## config.mk

```make
export PLATFORM = sky130hd
export DESIGN_NAME = exc_frame_seq
export DESIGN_NICKNAME = d
export VERILOG_FILES = /design/src/rtl/exc_frame_pkg.sv /design/src/rtl/exc_frame_ctrl.sv /design/src/rtl/exc_frame_dp.sv /design/src/rtl/exc_frame_seq.sv
export SDC_FILE = /design/constraint.sdc
export NUM_CORES = 1
export LEC_CHECK = 0
export BUFFER_PORTS_ARGS = -buffer_cell sky130_fd_sc_hd__buf_2
export CAP_MARGIN = 20
export CORE_ASPECT_RATIO = 0.6
export CORE_MARGIN = 3
export CORE_UTILIZATION = 33
export CTS_CLUSTER_SIZE = 16
export DETAILED_ROUTE_END_ITERATION = 7
export GPL_TIMING_DRIVEN = 0
export PLACE_DENSITY = 0.53
export SLEW_MARGIN = 20
export SYNTH_ARGS = -nofsm -noshare
export SYNTH_HDL_FRONTEND = slang
export SYNTH_SLANG_ARGS = --single-unit
```

## constraint.sdc

```tcl
create_clock -name clk -period 9.6 [get_ports clk]
set_input_delay 1.92 -clock clk [delete_from_list [all_inputs] [get_ports clk]]
set_output_delay 1.92 -clock clk [all_outputs]
set_load 0.01 [all_outputs]
```

## src/rtl/exc_frame_pkg.sv

```systemverilog
package exc_frame_pkg;

  localparam int ADDR_W   = 32;
  localparam int WORD_W   = 16;
  localparam int VEC_W    = 8;
  localparam int LVL_W    = 3;
  localparam int IDX_W    = 3;
  localparam int SHORT_LAST = 2;
  localparam int LONG_LAST  = 6;
  localparam int SHORT_BYTES = 6;
  localparam int LONG_BYTES  = 14;
  localparam logic [VEC_W-1:0] SPURIOUS_VEC = VEC_W'(24);
  localparam logic [VEC_W-1:0] AUTO_BASE    = VEC_W'(24);

  localparam logic [1:0] KIND_FAULT = 2'b01;
  localparam logic [1:0] KIND_INTR  = 2'b10;

  typedef enum logic [2:0] {
    ST_IDLE, ST_IACK, ST_PUSH, ST_FETCH_HI, ST_FETCH_LO, ST_DONE
  } seqState_t;

  typedef enum logic [2:0] {
    SRC_PC_LO, SRC_STATUS, SRC_PC_HI, SRC_INSTR, SRC_FAULT_LO, SRC_BUS_STAT, SRC_FAULT_HI
  } pushSrc_t;

  typedef struct packed {
    logic             accept;
    logic             iackLatch;
    logic             pushActive;
    logic [IDX_W-1:0] pushIdx;
    logic             fetchLow;
    logic             latchHi;
    logic             latchLo;
    logic             modeSwap;
    logic             spWrite;
  } seqStrobe_t;

  // Byte distance below the frame base for each push step.
  function automatic logic [3:0] pushOffset(input logic [IDX_W-1:0] idx);
    case (idx)
      3'd0: pushOffset = 4'd2;
      3'd1: pushOffset = 4'd6;
      3'd2: pushOffset = 4'd4;
      3'd3: pushOffset = 4'd8;
      3'd4: pushOffset = 4'd10;
      3'd5: pushOffset = 4'd14;
      default: pushOffset = 4'd12;
    endcase
  endfunction

  function automatic pushSrc_t pushSource(input logic [IDX_W-1:0] idx);
    pushSource = pushSrc_t'(idx);
  endfunction

endpackage

```

## src/rtl/exc_frame_ctrl.sv

```systemverilog
module exc_frame_ctrl
  import exc_frame_pkg::*;
(
  input  logic       clk,
  input  logic       rstN,
  input  logic       reqValid,
  input  logic [1:0] reqKind,
  input  logic       iackDone,
  input  logic       memAck,
  input  logic       modeSetValid,
  input  logic       spWriteValid,
  output seqStrobe_t strobe,
  output logic       iackReq,
  output logic       memReq,
  output logic       memWrite,
  output logic       busy,
  output logic       donePulse
);

  seqState_t        state, stateNext;
  logic [IDX_W-1:0] idx, idxNext;
  logic             longFrame, longNext;
  logic             isIdle;
  logic             lastPush;

  assign isIdle   = (state == ST_IDLE);
  assign lastPush = longFrame ? (idx == IDX_W'(LONG_LAST)) : (idx == IDX_W'(SHORT_LAST));

  always_comb begin
    stateNext = state;
    idxNext   = idx;
    longNext  = longFrame;
    case (state)
      ST_IDLE: begin
        if (reqValid) begin
          longNext  = (reqKind == KIND_FAULT);
          idxNext   = '0;
          stateNext = (reqKind == KIND_INTR) ? ST_IACK : ST_PUSH;
        end
      end
      ST_IACK: if (iackDone) stateNext = ST_PUSH;
      ST_PUSH: begin
        if (memAck) begin
          if (lastPush) stateNext = ST_FETCH_HI;
          else          idxNext   = idx + 1'b1;
        end
      end
      ST_FETCH_HI: if (memAck) stateNext = ST_FETCH_LO;
      ST_FETCH_LO: if (memAck) stateNext = ST_DONE;
      ST_DONE:     stateNext = ST_IDLE;
      default:     stateNext = ST_IDLE;
    endcase
  end

  always_ff @(posedge clk) begin
    if (!rstN) begin
      state     <= ST_IDLE;
      idx       <= '0;
      longFrame <= 1'b0;
    end else begin
      state     <= stateNext;
      idx       <= idxNext;
      longFrame <= longNext;
    end
  end

  always_comb begin
    strobe            = '0;
    strobe.accept     = isIdle && reqValid;
    strobe.modeSwap   = isIdle && !reqValid && modeSetValid;
    strobe.spWrite    = isIdle && !reqValid && !modeSetValid && spWriteValid;
    strobe.iackLatch  = (state == ST_IACK) && iackDone;
    strobe.pushActive = (state == ST_PUSH);
    strobe.pushIdx    = idx;
    strobe.fetchLow   = (state == ST_FETCH_LO);
    strobe.latchHi    = (state == ST_FETCH_HI) && memAck;
    strobe.latchLo    = (state == ST_FETCH_LO) && memAck;
  end

  assign iackReq   = (state == ST_IACK);
  assign memReq    = (state == ST_PUSH) || (state == ST_FETCH_HI) || (state == ST_FETCH_LO);
  assign memWrite  = (state == ST_PUSH);
  assign busy      = !isIdle;
  assign donePulse = (state == ST_DONE);

endmodule

```

## src/rtl/exc_frame_dp.sv

```systemverilog
module exc_frame_dp
  import exc_frame_pkg::*;
#(
  parameter logic [ADDR_W-1:0] SSP_INIT   = 32'h0000_1000,
  parameter int                WRITE_HALF = 8,
  parameter int                READ_HALF  = 8,
  parameter int                LEN_W      = 5
) (
  input  logic              clk,
  input  logic              rstN,
  input  seqStrobe_t        strobe,
  input  logic [1:0]        reqKind,
  input  logic [VEC_W-1:0]  reqVector,
  input  logic [LVL_W-1:0]  reqLevel,
  input  logic [WORD_W-1:0] statusIn,
  input  logic [ADDR_W-1:0] pcIn,
  input  logic [WORD_W-1:0] busStatusIn,
  input  logic [ADDR_W-1:0] faultAddrIn,
  input  logic [WORD_W-1:0] instrWordIn,
  input  logic              iackBerr,
  input  logic              iackAuto,
  input  logic [VEC_W-1:0]  iackData,
  input  logic [WORD_W-1:0] memRData,
  input  logic              modeSetSuper,
  input  logic [ADDR_W-1:0] spWriteData,
  output logic [ADDR_W-1:0] memAddr,
  output logic [WORD_W-1:0] memWData,
  output logic [LEN_W-1:0]  memCycleLen,
  output logic [ADDR_W-1:0] newPc,
  output logic [ADDR_W-1:0] a7,
  output logic              superMode,
  output logic [WORD_W-1:0] statusOut
);

  logic [ADDR_W-1:0] uspSaved, sspSaved, frameBase;
  logic [ADDR_W-1:0] pcSaved, faultSaved;
  logic [WORD_W-1:0] statusSaved, busStatSaved, instrSaved, hiWord;
  logic [VEC_W-1:0]  vecReg, iackVec;
  logic [ADDR_W-1:0] entryBase, tableAddr;
  logic [3:0]        frameBytes;
  logic [WORD_W-1:0] newStatus;

  assign entryBase  = superMode ? a7 : sspSaved;
  assign frameBytes = (reqKind == KIND_FAULT) ? 4'(LONG_BYTES) : 4'(SHORT_BYTES);

  always_comb begin
    newStatus     = statusIn;
    newStatus[15] = 1'b0;
    newStatus[13] = 1'b1;
    if (reqKind == KIND_INTR) newStatus[10:8] = reqLevel;
  end

  always_comb begin
    if (iackBerr)      iackVec = SPURIOUS_VEC;
    else if (iackAuto) iackVec = AUTO_BASE + VEC_W'(reqLevel);
    else               iackVec = iackData;
  end

  // Pointer bank and mode.
  always_ff @(posedge clk) begin
    if (!rstN) begin
      a7        <= SSP_INIT;
      uspSaved  <= '0;
      sspSaved  <= SSP_INIT;
      superMode <= 1'b1;
      statusOut <= 16'h2700;
      frameBase <= SSP_INIT;
    end else if (strobe.accept) begin
      if (!superMode) uspSaved <= a7;
      frameBase <= entryBase;
      a7        <= entryBase - ADDR_W'(frameBytes);
      superMode <= 1'b1;
      statusOut <= newStatus;
    end else if (strobe.modeSwap) begin
      if (modeSetSuper != superMode) begin
        if (superMode) begin
          sspSaved <= a7;
          a7       <= uspSaved;
        end else begin
          uspSaved <= a7;
          a7       <= sspSaved;
        end
        superMode     <= modeSetSuper;
        statusOut[13] <= modeSetSuper;
      end
    end else if (strobe.spWrite) begin
      a7 <= spWriteData;
    end
  end

  // Frame contents and vector.
  always_ff @(posedge clk) begin
    if (!rstN) begin
      pcSaved      <= '0;
      faultSaved   <= '0;
      statusSaved  <= '0;
      busStatSaved <= '0;
      instrSaved   <= '0;
      vecReg       <= '0;
    end else if (strobe.accept) begin
      pcSaved      <= pcIn;
      faultSaved   <= faultAddrIn;
      statusSaved  <= statusIn;
      busStatSaved <= busStatusIn;
      instrSaved   <= instrWordIn;
      vecReg       <= reqVector;
    end else if (strobe.iackLatch) begin
      vecReg <= iackVec;
    end
  end

  // Handler address assembly.
  always_ff @(posedge clk) begin
    if (!rstN) begin
      hiWord <= '0;
      newPc  <= '0;
    end else if (strobe.latchHi) begin
      hiWord <= memRData;
    end else if (strobe.latchLo) begin
      newPc <= {hiWord, memRData};
    end
  end

  assign tableAddr = ADDR_W'({vecReg, 2'b00}) + (strobe.fetchLow ? ADDR_W'(2) : ADDR_W'(0));

  always_comb begin
    if (strobe.pushActive) begin
      memAddr     = frameBase - ADDR_W'(pushOffset(strobe.pushIdx));
      memCycleLen = LEN_W'(WRITE_HALF);
      case (pushSource(strobe.pushIdx))
        SRC_PC_LO:    memWData = pcSaved[15:0];
        SRC_STATUS:   memWData = statusSaved;
        SRC_PC_HI:    memWData = pcSaved[31:16];
        SRC_INSTR:    memWData = instrSaved;
        SRC_FAULT_LO: memWData = faultSaved[15:0];
        SRC_BUS_STAT: memWData = busStatSaved;
        default:      memWData = faultSaved[31:16];
      endcase
    end else begin
      memAddr     = tableAddr;
      memCycleLen = LEN_W'(READ_HALF);
      memWData    = '0;
    end
  end

endmodule

```

## src/rtl/exc_frame_seq.sv

```systemverilog
module exc_frame_seq
  import exc_frame_pkg::*;
#(
  parameter logic [31:0] SSP_INIT   = 32'h0000_1000,
  parameter int          WRITE_HALF = 8,
  parameter int          READ_HALF  = 8
) (
  input  logic        clk,
  input  logic        rstN,
  input  logic        reqValid,
  input  logic [1:0]  reqKind,
  input  logic [7:0]  reqVector,
  input  logic [2:0]  reqLevel,
  input  logic [15:0] statusIn,
  input  logic [31:0] pcIn,
  input  logic [15:0] busStatusIn,
  input  logic [31:0] faultAddrIn,
  input  logic [15:0] instrWordIn,
  output logic        iackReq,
  input  logic        iackDone,
  input  logic        iackBerr,
  input  logic        iackAuto,
  input  logic [7:0]  iackData,
  output logic        memReq,
  output logic        memWrite,
  output logic [31:0] memAddr,
  output logic [15:0] memWData,
  output logic [4:0]  memCycleLen,
  input  logic        memAck,
  input  logic [15:0] memRData,
  input  logic        modeSetValid,
  input  logic        modeSetSuper,
  input  logic        spWriteValid,
  input  logic [31:0] spWriteData,
  output logic        busy,
  output logic        donePulse,
  output logic [31:0] newPc,
  output logic [31:0] a7,
  output logic        superMode,
  output logic [15:0] statusOut
);

  seqStrobe_t strobe;

  exc_frame_ctrl uCtrl (
    .clk(clk), .rstN(rstN), .reqValid(reqValid), .reqKind(reqKind),
    .iackDone(iackDone), .memAck(memAck), .modeSetValid(modeSetValid),
    .spWriteValid(spWriteValid), .strobe(strobe), .iackReq(iackReq),
    .memReq(memReq), .memWrite(memWrite), .busy(busy), .donePulse(donePulse)
  );

  exc_frame_dp #(
    .SSP_INIT(SSP_INIT), .WRITE_HALF(WRITE_HALF), .READ_HALF(READ_HALF), .LEN_W(5)
  ) uDp (
    .clk(clk), .rstN(rstN), .strobe(strobe), .reqKind(reqKind),
    .reqVector(reqVector), .reqLevel(reqLevel), .statusIn(statusIn),
    .pcIn(pcIn), .busStatusIn(busStatusIn), .faultAddrIn(faultAddrIn),
    .instrWordIn(instrWordIn), .iackBerr(iackBerr), .iackAuto(iackAuto),
    .iackData(iackData), .memRData(memRData), .modeSetSuper(modeSetSuper),
    .spWriteData(spWriteData), .memAddr(memAddr), .memWData(memWData),
    .memCycleLen(memCycleLen), .newPc(newPc), .a7(a7),
    .superMode(superMode), .statusOut(statusOut)
  );

endmodule

```

======== Word level (Yosys, flattened, before mapping) ========
Index checks and enable logic that the tools add are counted.
storage, ports and cells
  register bits ........................... 318
  input bits .............................. 191
  output and inout bits ................... 139
  logic and storage cells ................. 111
cells by class
  add/sub/neg operators ................... 5
  equal/unequal tests ..................... 22
  muxes and demuxes ....................... 35
  bitwise gates (word level) .............. 3
  reduce and logical (&&, ||, !) cells .... 29
operators by type and width
  cell                   number
  $mux W32               11
  $pmux W16 S6           1
  $sub A32 B4 Y32        2
  $add A10 B32 Y32       1
  $mux W8                4
  $mux W3                10
  $pmux W4 S6            1
  $mux W16               1
  $eq A3 B3 Y1 const B   5
  $pmux W3 S5            1
  $eq A3 B2 Y1 const B   4
  $reduce_and A2 Y1      5
  $logic_and A1 B1 Y1    8
  $mux W4                2
  $ne A2 B2 Y1 const B   4
  $reduce_bool A2 Y1     4
  $add A5 B3 Y6 const A  1
  $eq A3 B1 Y1 const B   2
  $logic_not A3 Y1       2
  $ne A2 B1 Y1 const B   3
  $pmux W3 S2            1
  $reduce_and A6 Y1      1
  $mux W2                2
  $reduce_and A4 Y1      1
  12 further kinds       17

======== Logic depth before layout (Yosys ltp) ========
Gate-level depths: netlist (run 1).
  depth in word-level cells ............... 7
  gate-level depth with buffers ........... 16
  mapped depth without buffers ............ 13

======== Modules after synthesis ========
A second synthesis (run 1) with hierarchy kept.
second synthesis, totals
  cell total of the unflattened synthesis .. 1805
  area, all modules ....................... 15169.5 µm²
by module, submodules not included
  module          instances  cells an instance  area each (µm²)  sequential area each (µm²)
  exc_frame_dp    1          1744               14644.0          6005.8
  exc_frame_ctrl  1          61                 525.5            140.1

======== Least setup slack after synthesis (run 1) ========
No wires, ideal clock.
  kind .................................... reg2out
  from .................................... reg uCtrl.idx[2]
  to ...................................... out memAddr[16]
  arrival ................................. 3.955 ns
  data required time ...................... 7.680 ns
  setup slack ............................. 3.725 ns
  cell stages (with the launch flop) ...... 17
  path buffers ............................ 4
  cells stage by stage .................... dfxtp_1 > buf_2 > buf_1 > clkbuf_1 > inv_1 > ha_1 > clkbuf_1 > nor4_1 > or3_1 > inv_1 > ha_1 > nor2b_1 > o21ai_1 > nand3_1 > or4_1 > xor2_1 > nor2_1
on the way
  longest elaborated chain between the ends .. 5
  elaborated cells on any way between the ends .. 10
  classes of those cells .................. 1 x add/sub; 5 x eq/ne; 3 x mux; 1 x reduce/logical
ends and longest elaborated chain
  what                                  RTL line              text
  start, declared                       exc_frame_ctrl.sv:21  logic [IDX_W-1:0] idx, idxNext;
  start signal, assigned                exc_frame_ctrl.sv:62  idx <= idxNext;
  $eq A3 B3 Y1 (tied with other cells)  exc_frame_pkg.sv:40   case (idx)
  $pmux W4 S6 *                         exc_frame_pkg.sv:40
  $mux W4 *                             exc_frame_dp.sv:127   if (strobe.pushActive) begin
  $sub A32 B4 Y32 *                     exc_frame_dp.sv:128   memAddr = frameBase - ADDR_W'(pushOffset(strobe.pushIdx));
  $mux W32 *                            exc_frame_dp.sv:127
  end, declared                         exc_frame_seq.sv:26   output logic [31:0] memAddr,
Every way passes the cells marked *; elsewhere a longest branch is shown, timed or not. The select of a mux whose other input is x is not followed.

======== Worst setup path in the final report (run 1) ========
  from .................................... reg uCtrl.idx[2]
  to ...................................... out memAddr[31]
Same word-level chain as after synthesis.

==> results_tabular.tex, run 1 <==
\begin{tabular}{lr}
\hline
Metric & Value \\
\hline
\multicolumn{2}{l}{\textbf{Status}} \\
Run status & completed \\
\multicolumn{2}{l}{\textbf{Synth}} \\
Post-Syn Instances & 1889 \\
Netlist area before placement & around 15000 sq um \\
Number of unique standard cell types used by synthesis & about 70 \\
Async set or reset register ratio after synthesis & 0\% \\
Post-synthesis register bit count & just over 300 \\
Synth warnings & 0 \\
Avg Cell Area, Syn & between 8 and 9 sq um \\
Sequential element share of the synthesized area & about two fifths \\
EDFF count, synth & 0 \\
Most used flip-flop cell after synthesis & dfxtp\_1 \\
\multicolumn{2}{l}{\textbf{Timing}} \\
Crit share post-route & approximately four fifths \\
Slew Limit Headroom & 25.31\% \\
Max Slew Vio Count & 0 \\
Unrepaired setup endpoints after global routing & no \\
Worst-case clock skew & 0.01501 ns \\
Total count of hold-check failures in the final report & 0 \\
Count of endpoints failing setup in the final report & 0 \\
Time the worst path needs with I/O delays and setup & 7.588 ns \\
Setup Total Neg Slack & 0 ns \\
Setup ws final & slightly above 2 ns \\
Peak clock frequency supported by timing & between 100 and 150 MHz \\
Transition time of the tightest slew-check pin & $\sim$1.1 ns \\
\multicolumn{2}{l}{\textbf{Clocking}} \\
Clock H-tree levels & 2 \\
Number of clock sinks & $\sim$300 \\
Skew-Pair Late Insertion Delay & about 0.54 ns \\
TritonCTS Buffers & 34 \\
Hold buffer count at cts & 0 \\
Clock tree from TritonCTS & yes \\
Maximum clock path buffer count & 3 \\
Number of instances resized during post-cts repair & 0 \\
Root cell of the clock tree & clkbuf\_16 \\
Post-CTS Setup Inserts & 0 \\
Reg clk slew, reported paths & 0.06 ns \\
\multicolumn{2}{l}{\textbf{Final layout}} \\
Area growth, synth to finish & 23.48\% \\
Fill count & 4730 \\
Layout Nets & 2454 \\
Share of cells above drive strength 1 & between 10\% and 20\% \\
Layout Cell Area excl Fill & 18700 sq um \\
\multicolumn{2}{l}{\textbf{Routing}} \\
Number of detailed-routing iterations run before antenna repair & 7 \\
Violation count after the first detailed-routing iteration & 1867 \\
Routed wire length per instance & about 24 um \\
Routed vias & roughly 16000 \\
Final routed wirelength across all metal layers & slightly below 70 mm \\
Detail-routed via count per cell & roughly 5.5 \\
Number of remaining DRC errors & 0 \\
Count of nets left with antenna violations after detail routing & 0 \\
\multicolumn{2}{l}{\textbf{Global routing}} \\
Met2 capacity usage during global routing & a little under two fifths \\
Remaining global-route overflow & 0 \\
Global routing met3 resource utilization & $\sim$7\% \\
Layer with the highest usage & met1 \\
Overall track demand over capacity in global routing & between 20\% and 30\% \\
Vias in the first global route & 14890 \\
Wire length of the first global-routing pass & $\sim$97 mm \\
Met1 Use GR & 40.00\% \\
Pin count of the biggest net entering global routing & 14 \\
Number of antenna violations at the first check in global routing & 3 \\
\multicolumn{2}{l}{\textbf{Die}} \\
Total number of placement rows & 60 \\
Initial core utilization & $\sim$34\% \\
Area of the core & around 45000 sq um \\
Horizontal die dimension & 282.6 um \\
Ports & 330 \\
Die H & 172.0 um \\
Floorplan die area & about 49000 sq um \\
\multicolumn{2}{l}{\textbf{Run}} \\
Max-cap check violation count & 0 \\
\multicolumn{2}{l}{\textbf{Setup path}} \\
Cell repeated most along the worst path & clkbuf\_1 \\
Worst path arrival time & approximately 5.7 ns \\
Longest individual stage delay on the worst path & about 0.60 ns \\
Worst setup path class & register to primary output \\
Crit. End Element & primary output \\
R2r startpoint & uDp.superMode \\
Crit path max-delay cell type & clkbuf\_1 \\
Cell-by-cell trace of the critical path & buf\_2 > buf\_1 > clkbuf\_1 > inv\_1 > ha\_1 > clkbuf\_1 > clkbuf\_1 > nor3\_1 > ha\_1 > nor3\_1 > and3\_1 > nand3b\_1 > or4\_1 > xor2\_1 > nor2\_1 > buf\_2 \\
Setup crit start kind & register \\
Required time worst endpoint & about 7.7 ns \\
Critical path origin & uCtrl.idx[2] \\
Worst-path fanout max & 10 \\
\multicolumn{2}{l}{\textbf{Place}} \\
Placed cell areas & 17520 sq um \\
Routability congestion estimate from global placement & approximately 0.95 \\
Total of buffers placed on input and output ports & between 300 and 400 \\
Worst-case setup slack after placement & 2.656 ns \\
Detailed-placement wirelength estimate & 52.65 mm \\
\multicolumn{2}{l}{\textbf{Power and ir drop}} \\
Peak supply drop & 0.0001018 V \\
Power density cells & a little under 200 nW/um\^{}2 \\
Leak pwr & roughly 8 nW \\
\multicolumn{2}{l}{\textbf{Hold path}} \\
Startpoint of the worst hold path & uDp.uspSaved[27] \\
Worst hold path type & register to register \\
\hline
\end{tabular}
critical path, delay by kind of cell, from the launching register on:
| family | cells | cell delay, ns |
|---|---|---|
| DFF | 1 | 0.30 |
| xor gates and xnor gates | 1 | 0.15 |
| and+or+nand+nor | 6 | 1.94 |
| adders and majority gates | 2 | 0.42 |
| buffers and inverters | 7 | 2.31 |
path summary, 6_finish.rpt:
path                                         end  slack (ns)  cells past startpoint
worst min register to register  uDp.uspSaved[27]        0.46                      2
worst max register to register        uDp.a7[26]        4.45                     15
worst max-delay path                 memAddr[31]        2.01                     16
worst min-delay path            uDp.uspSaved[27]        0.46                      2
cell type report:
cell class	instances	area [sq um]	area share (%)
repair buffers	323	1622	8.669
plain buffers	166	728.2	3.893
diodes	2	5.005	0.02676
well taps	589	737.0	3.940
multi-input cells	1407	8245	44.08
inverters	13	48.80	0.2609
clock buffers	53	1076	5.753
clock inverters	8	96.34	0.5151
flip-flops and latches	307	6146	32.86
cell usage after synthesis (10+ instances only):
master	instances	area share [%]
mux2_2	12	0.89
a21boi_1	27	1.3
xnor2_1	33	1.9
o21ai_0	49	1.6
a222oi_1	27	1.8
nor4_1	11	0.45
buf_2	18	0.59
nand3_1	18	0.59
nor2_1	95	2.4
nor3b_1	13	0.64
a211oi_1	18	0.89
ha_1	10	0.83
o221ai_1	11	0.64
a21boi_0	180	8.9
a31oi_1	13	0.54
clkbuf_1	118	2.9
nor3_1	37	1.2
inv_1	12	0.30
o211ai_1	12	0.59
xor2_1	18	1.0
dfxtp_1	307	41
o211a_1	52	3.4
buf_4	20	0.99
nor2b_1	22	0.91
mux2i_1	44	2.9
nand2_1	518	13
a21oi_1	89	2.9
kinds of logic (layout without fill, tap and decap cells):
| kind of cell | Yosys count | after routing | synth area share, % |
|---|---|---|---|
| other | 2 | 8 | 0.04958 |
| multiplexers | 58 | 58 | 4.023 |
| flip-flops | 307 | 307 | 40.57 |
| AND/OR/NAND/NOR | 771 | 771 | 21.96 |
| buffers and inverters | 179 | 563 | 5.130 |
| AO/OA/AOI/OAI | 510 | 510 | 24.35 |
| XOR/XNOR | 51 | 51 | 2.949 |
| adder cells (fa/ha/maj) | 11 | 11 | 0.9582 |
through the flow:
step                total power [W]  hold slack, ns  util [%]  instances
detailed placement         0.002298          0.4460     38.89       2804
global placement           0.002288          0.4422     38.86       2803
CTS                        0.003697          0.4545     41.50       2865
floorplan                  0.001938          0.4331         -       1893
finish                     0.003694          0.4578     41.53       2868
global route               0.003836          0.4761     41.52       2867
registers in the layout (all words and copies together), names as in the netlist, 8 cells and up:
| name | cells |
|---|---|
| uDp.sspSaved | 32 |
| uDp.faultSaved | 32 |
| uDp.vecReg | 8 |
| uDp.busStatSaved | 16 |
| uDp.pcSaved | 32 |
| uDp.a7 | 32 |
| uDp.frameBase | 32 |
| uDp.newPc | 32 |
| uDp.statusSaved | 16 |
| uDp.uspSaved | 32 |
| uDp.instrSaved | 16 |
| uDp.hiWord | 16 |
layout by cell type (no fill, tap or decap), types with 13 or more instances in the layout:
cell       instances
o21ai_0           49
nor3_1            37
mux2i_1           44
nand3_1           18
a21boi_1          27
clkbuf_1         125
o211a_1           52
clkbuf_16         37
a31oi_1           13
buf_2            339
a21boi_0         180
xor2_1            18
nor2_1            95
nor2b_1           22
nor3b_1           13
a222oi_1          27
nand2_1          518
a21oi_1           89
buf_4             21
a211oi_1          18
xnor2_1           33
dfxtp_1          307
where the power goes:
group	total [W]	internal (W)	switching (W)
sequential	0.00147	0.00136	0.000107
clock	0.00140	0.000827	0.000575
combinational	0.000821	0.000286	0.000535
total	0.00369	0.00248	0.00122
metal layers:
| layer | up-vias | share of wire [%] |
|---|---|---|
| met5 | - | 0.010 |
| met4 | 2 | 2.7 |
| met3 | 108 | 9.7 |
| met2 | 690 | 40 |
| met1 | 7656 | 48 |
| li1 | 7278 | - |
Note: power is estimated with default switching activity, not from simulation.
==> run 2: changes to the inputs <==
- PLACE_DENSITY: 0.53 -> 0.55
- clock period: 9.6 -> 6.9 ns (I/O delays scaled with it)
==> run 2 against run 1 <==
- critical path depth fell by 1
- clock power rose by 21%
- first-iteration DRC count fell by 4.0%
- the run now ends with DRC left
- clock-buffer cell count did not move
==> results_tabular.tex, run 2 (same netlist as run 1, synthesis figures left out) <==
\begin{tabular}{lr}
\hline
Metric & Value \\
\hline
\multicolumn{2}{l}{\textbf{Power and ir drop}} \\
Power density cells & 263.2 nW/um\^{}2 (+33\%) \\
Leak pwr & 7.883 nW (-1.0\%) \\
Peak supply drop & 0.0001619 V (+59\%) \\
\multicolumn{2}{l}{\textbf{Clocking}} \\
TritonCTS Buffers & 31 (-8.8\%) \\
Root cell of the clock tree & clkbuf\_16 \\
Skew-Pair Late Insertion Delay & 0.60 ns (+0.06 ns) \\
Hold buffer count at cts & 0 (unchanged) \\
Reg clk slew, reported paths & 0.06 ns (about the same) \\
Clock tree from TritonCTS & yes \\
Maximum clock path buffer count & 3 (unchanged) \\
Number of clock sinks & 307 (unchanged) \\
Clock H-tree levels & 1 (-1) \\
\multicolumn{2}{l}{\textbf{Setup path}} \\
Worst path arrival time & 5.14 ns (-0.53 ns) \\
Worst setup path class & register to primary output \\
Required time worst endpoint & 5.52 ns (-2.16 ns) \\
Crit path max-delay cell type & clkbuf\_1 \\
Cell repeated most along the worst path & clkbuf\_1 \\
Longest individual stage delay on the worst path & 0.57 ns (-0.03 ns) \\
Worst-path fanout max & 19 (+9) \\
Crit. End Element & primary output \\
Cell-by-cell trace of the critical path & buf\_2 > clkbuf\_1 > inv\_1 > ha\_1 > clkbuf\_1 > clkbuf\_1 > nor3\_1 > ha\_1 > nor3\_2 > and3\_1 > nand3b\_1 > or4\_1 > xor2\_1 > nor2\_1 > buf\_2 \\
Setup crit start kind & register \\
\multicolumn{2}{l}{\textbf{Timing}} \\
Unrepaired setup endpoints after global routing & no \\
Worst-case clock skew & 0.03009 ns (+0.01508 ns) \\
Max Slew Vio Count & 0 (unchanged) \\
Total count of hold-check failures in the final report & 0 (unchanged) \\
Transition time of the tightest slew-check pin & 1.125 ns (+0.004725 ns) \\
Crit share post-route & about 94\% \\
Count of endpoints failing setup in the final report & 0 (unchanged) \\
Time the worst path needs with I/O delays and setup & around 6.5 ns \\
Peak clock frequency supported by timing & between 150 and 200 MHz \\
Setup Total Neg Slack & 0 ns (unchanged) \\
Setup ws final & 0.3811 ns (-1.631 ns) \\
Slew Limit Headroom & 25.00\% (-0.31 points) \\
\multicolumn{2}{l}{\textbf{Die}} \\
Die H & 172.0 um (unchanged) \\
Area of the core & 45040 sq um (unchanged) \\
Floorplan die area & 48590 sq um (unchanged) \\
Horizontal die dimension & 282.6 um (unchanged) \\
Total number of placement rows & 60 (unchanged) \\
Ports & 330 (unchanged) \\
Initial core utilization & 33.63\% (unchanged) \\
\multicolumn{2}{l}{\textbf{Final layout}} \\
Area of the multi-input gates & 8259 sq um (+0.17\%) \\
Highest-count cells in the layout ignoring fill and taps & nand2\_1 (518), buf\_2 (339), dfxtp\_1 (307) \\
Most common cell after layout, fill and taps aside & nand2\_1 \\
Layout Nets & 2451 (-0.12\%) \\
Area growth, synth to finish & 22.39\% \\
Share of cells above drive strength 1 & 19.31\% (-0.24 points) \\
FF/Latch Area & 6146 sq um (unchanged) \\
Fill count & 4638 (-1.9\%) \\
\multicolumn{2}{l}{\textbf{Routing}} \\
Violation count after the first detailed-routing iteration & 1792 (-4.0\%) \\
Routed vias & 15810 (+0.50\%) \\
Final routed wirelength across all metal layers & 67.27 mm (-1.5\%) \\
Detail-routed via count per cell & 5.517 (+0.57\%) \\
Routed wire length per instance & 23.47 um (-1.4\%) \\
Number of detailed-routing iterations run before antenna repair & 8 (+1) \\
Number of remaining DRC errors & 6 (+6) \\
Count of nets left with antenna violations after detail routing & 0 (unchanged) \\
\multicolumn{2}{l}{\textbf{Global routing}} \\
Wire length of the first global-routing pass & 96.07 mm (-0.98\%) \\
Pin count of the biggest net entering global routing & 20 (+6) \\
Overall track demand over capacity in global routing & 26.56\% (-0.49 points) \\
Remaining global-route overflow & 0 (unchanged) \\
Vias in the first global route & 14780 (-0.72\%) \\
Number of antenna violations at the first check in global routing & 4 (+1) \\
\multicolumn{2}{l}{\textbf{Place}} \\
Total of buffers placed on input and output ports & 321 (unchanged) \\
Worst-case setup slack after placement & 0.1876 ns (-2.468 ns) \\
Routability congestion estimate from global placement & 0.9584 (+1.3\%) \\
Detailed-placement wirelength estimate & 52.22 mm (-0.83\%) \\
\multicolumn{2}{l}{\textbf{Hold path}} \\
Worst hold path type & register to register \\
\multicolumn{2}{l}{\textbf{Status}} \\
Run status & finished with violations \\
Violations in the final reports & DRC \\
\multicolumn{2}{l}{\textbf{Run}} \\
Max-cap check violation count & 0 (unchanged) \\
\hline
\end{tabular}
-- run 2: worst max-delay path, delay by kind of cell, from the launching register on --
| kind | cells | cell delay (ns) |
|---|---|---|
| XOR/XNOR | 1 | 0.16 |
| adder cells (fa/ha/maj) | 2 | 0.43 |
| buffers and inverters | 6 | 1.94 |
| flip-flops | 1 | 0.30 |
| AND/OR/NAND/NOR | 6 | 1.70 |
-- run 2: through the flow --
step	std cells	utilization, %	instance area [sq um]	hold slack, ns	power [W]
after floorplan	1893	-	15160	0.4331	0.002696
after global placement	2803	38.86	17510	0.4414	0.003179
after detailed placement	2803	38.88	17510	0.4506	0.003195
after CTS	2860	41.08	18500	0.4581	0.004875
after global routing	2865	41.15	18540	0.4795	0.005074
final	2866	41.16	18540	0.4605	0.004880
-- run 2: worst paths after layout --
path	slack (ns)	startpoint	cells after the start	to
worst max register to register	1.83	uDp.superMode	15	uDp.a7[28]
worst max-delay path	0.38	uCtrl.idx[2]	15	memAddr[31]
worst min-delay path	0.46	uDp.uspSaved[15]	2	uDp.uspSaved[15]
worst min register to register	0.46	uDp.uspSaved[15]	2	uDp.uspSaved[15]
-- run 2: area by class of cell --
| cell class | instances | area share [%] |
|---|---|---|
| Sequential cell | 307 | 33.15 |
| Clock inverter | 5 | 0.1552 |
| Timing Repair Buffer | 324 | 8.787 |
| Clock buffer | 53 | 5.170 |
| Buffer | 165 | 3.908 |
| Tap cell | 589 | 3.975 |
| Inverter | 13 | 0.2632 |
| Antenna cell | 3 | 0.04049 |
| Multi-Input combinational cell | 1407 | 44.55 |
-- run 2: power breakdown --
group | switching, W | total (W) | internal [W]
clock | 0.000756 | 0.00169 | 0.000937
sequential | 0.000147 | 0.00205 | 0.00190
combinational | 0.000743 | 0.00114 | 0.000399
total | 0.00165 | 0.00488 | 0.00323
-- run 2: routing by layer --
layer,vias to the layer above,track usage [%],routed length [um]
met4,0,7.116,1634
met3,89,5.628,6629
met1,7718,39.56,31510
met2,754,38.51,27500
met5,-,0,0
li1,7251,-,-
-- run 2: timing repair --
| item | CTS | global route |
|---|---|---|
| pin swaps | 0 | 1 |
| buffers inserted | 0 | 1 |
| endpoints found under the hold margin | 0 | 0 |
| resized for setup | 1 | 1 |
| endpoints found under the setup margin | 16 | 5 |
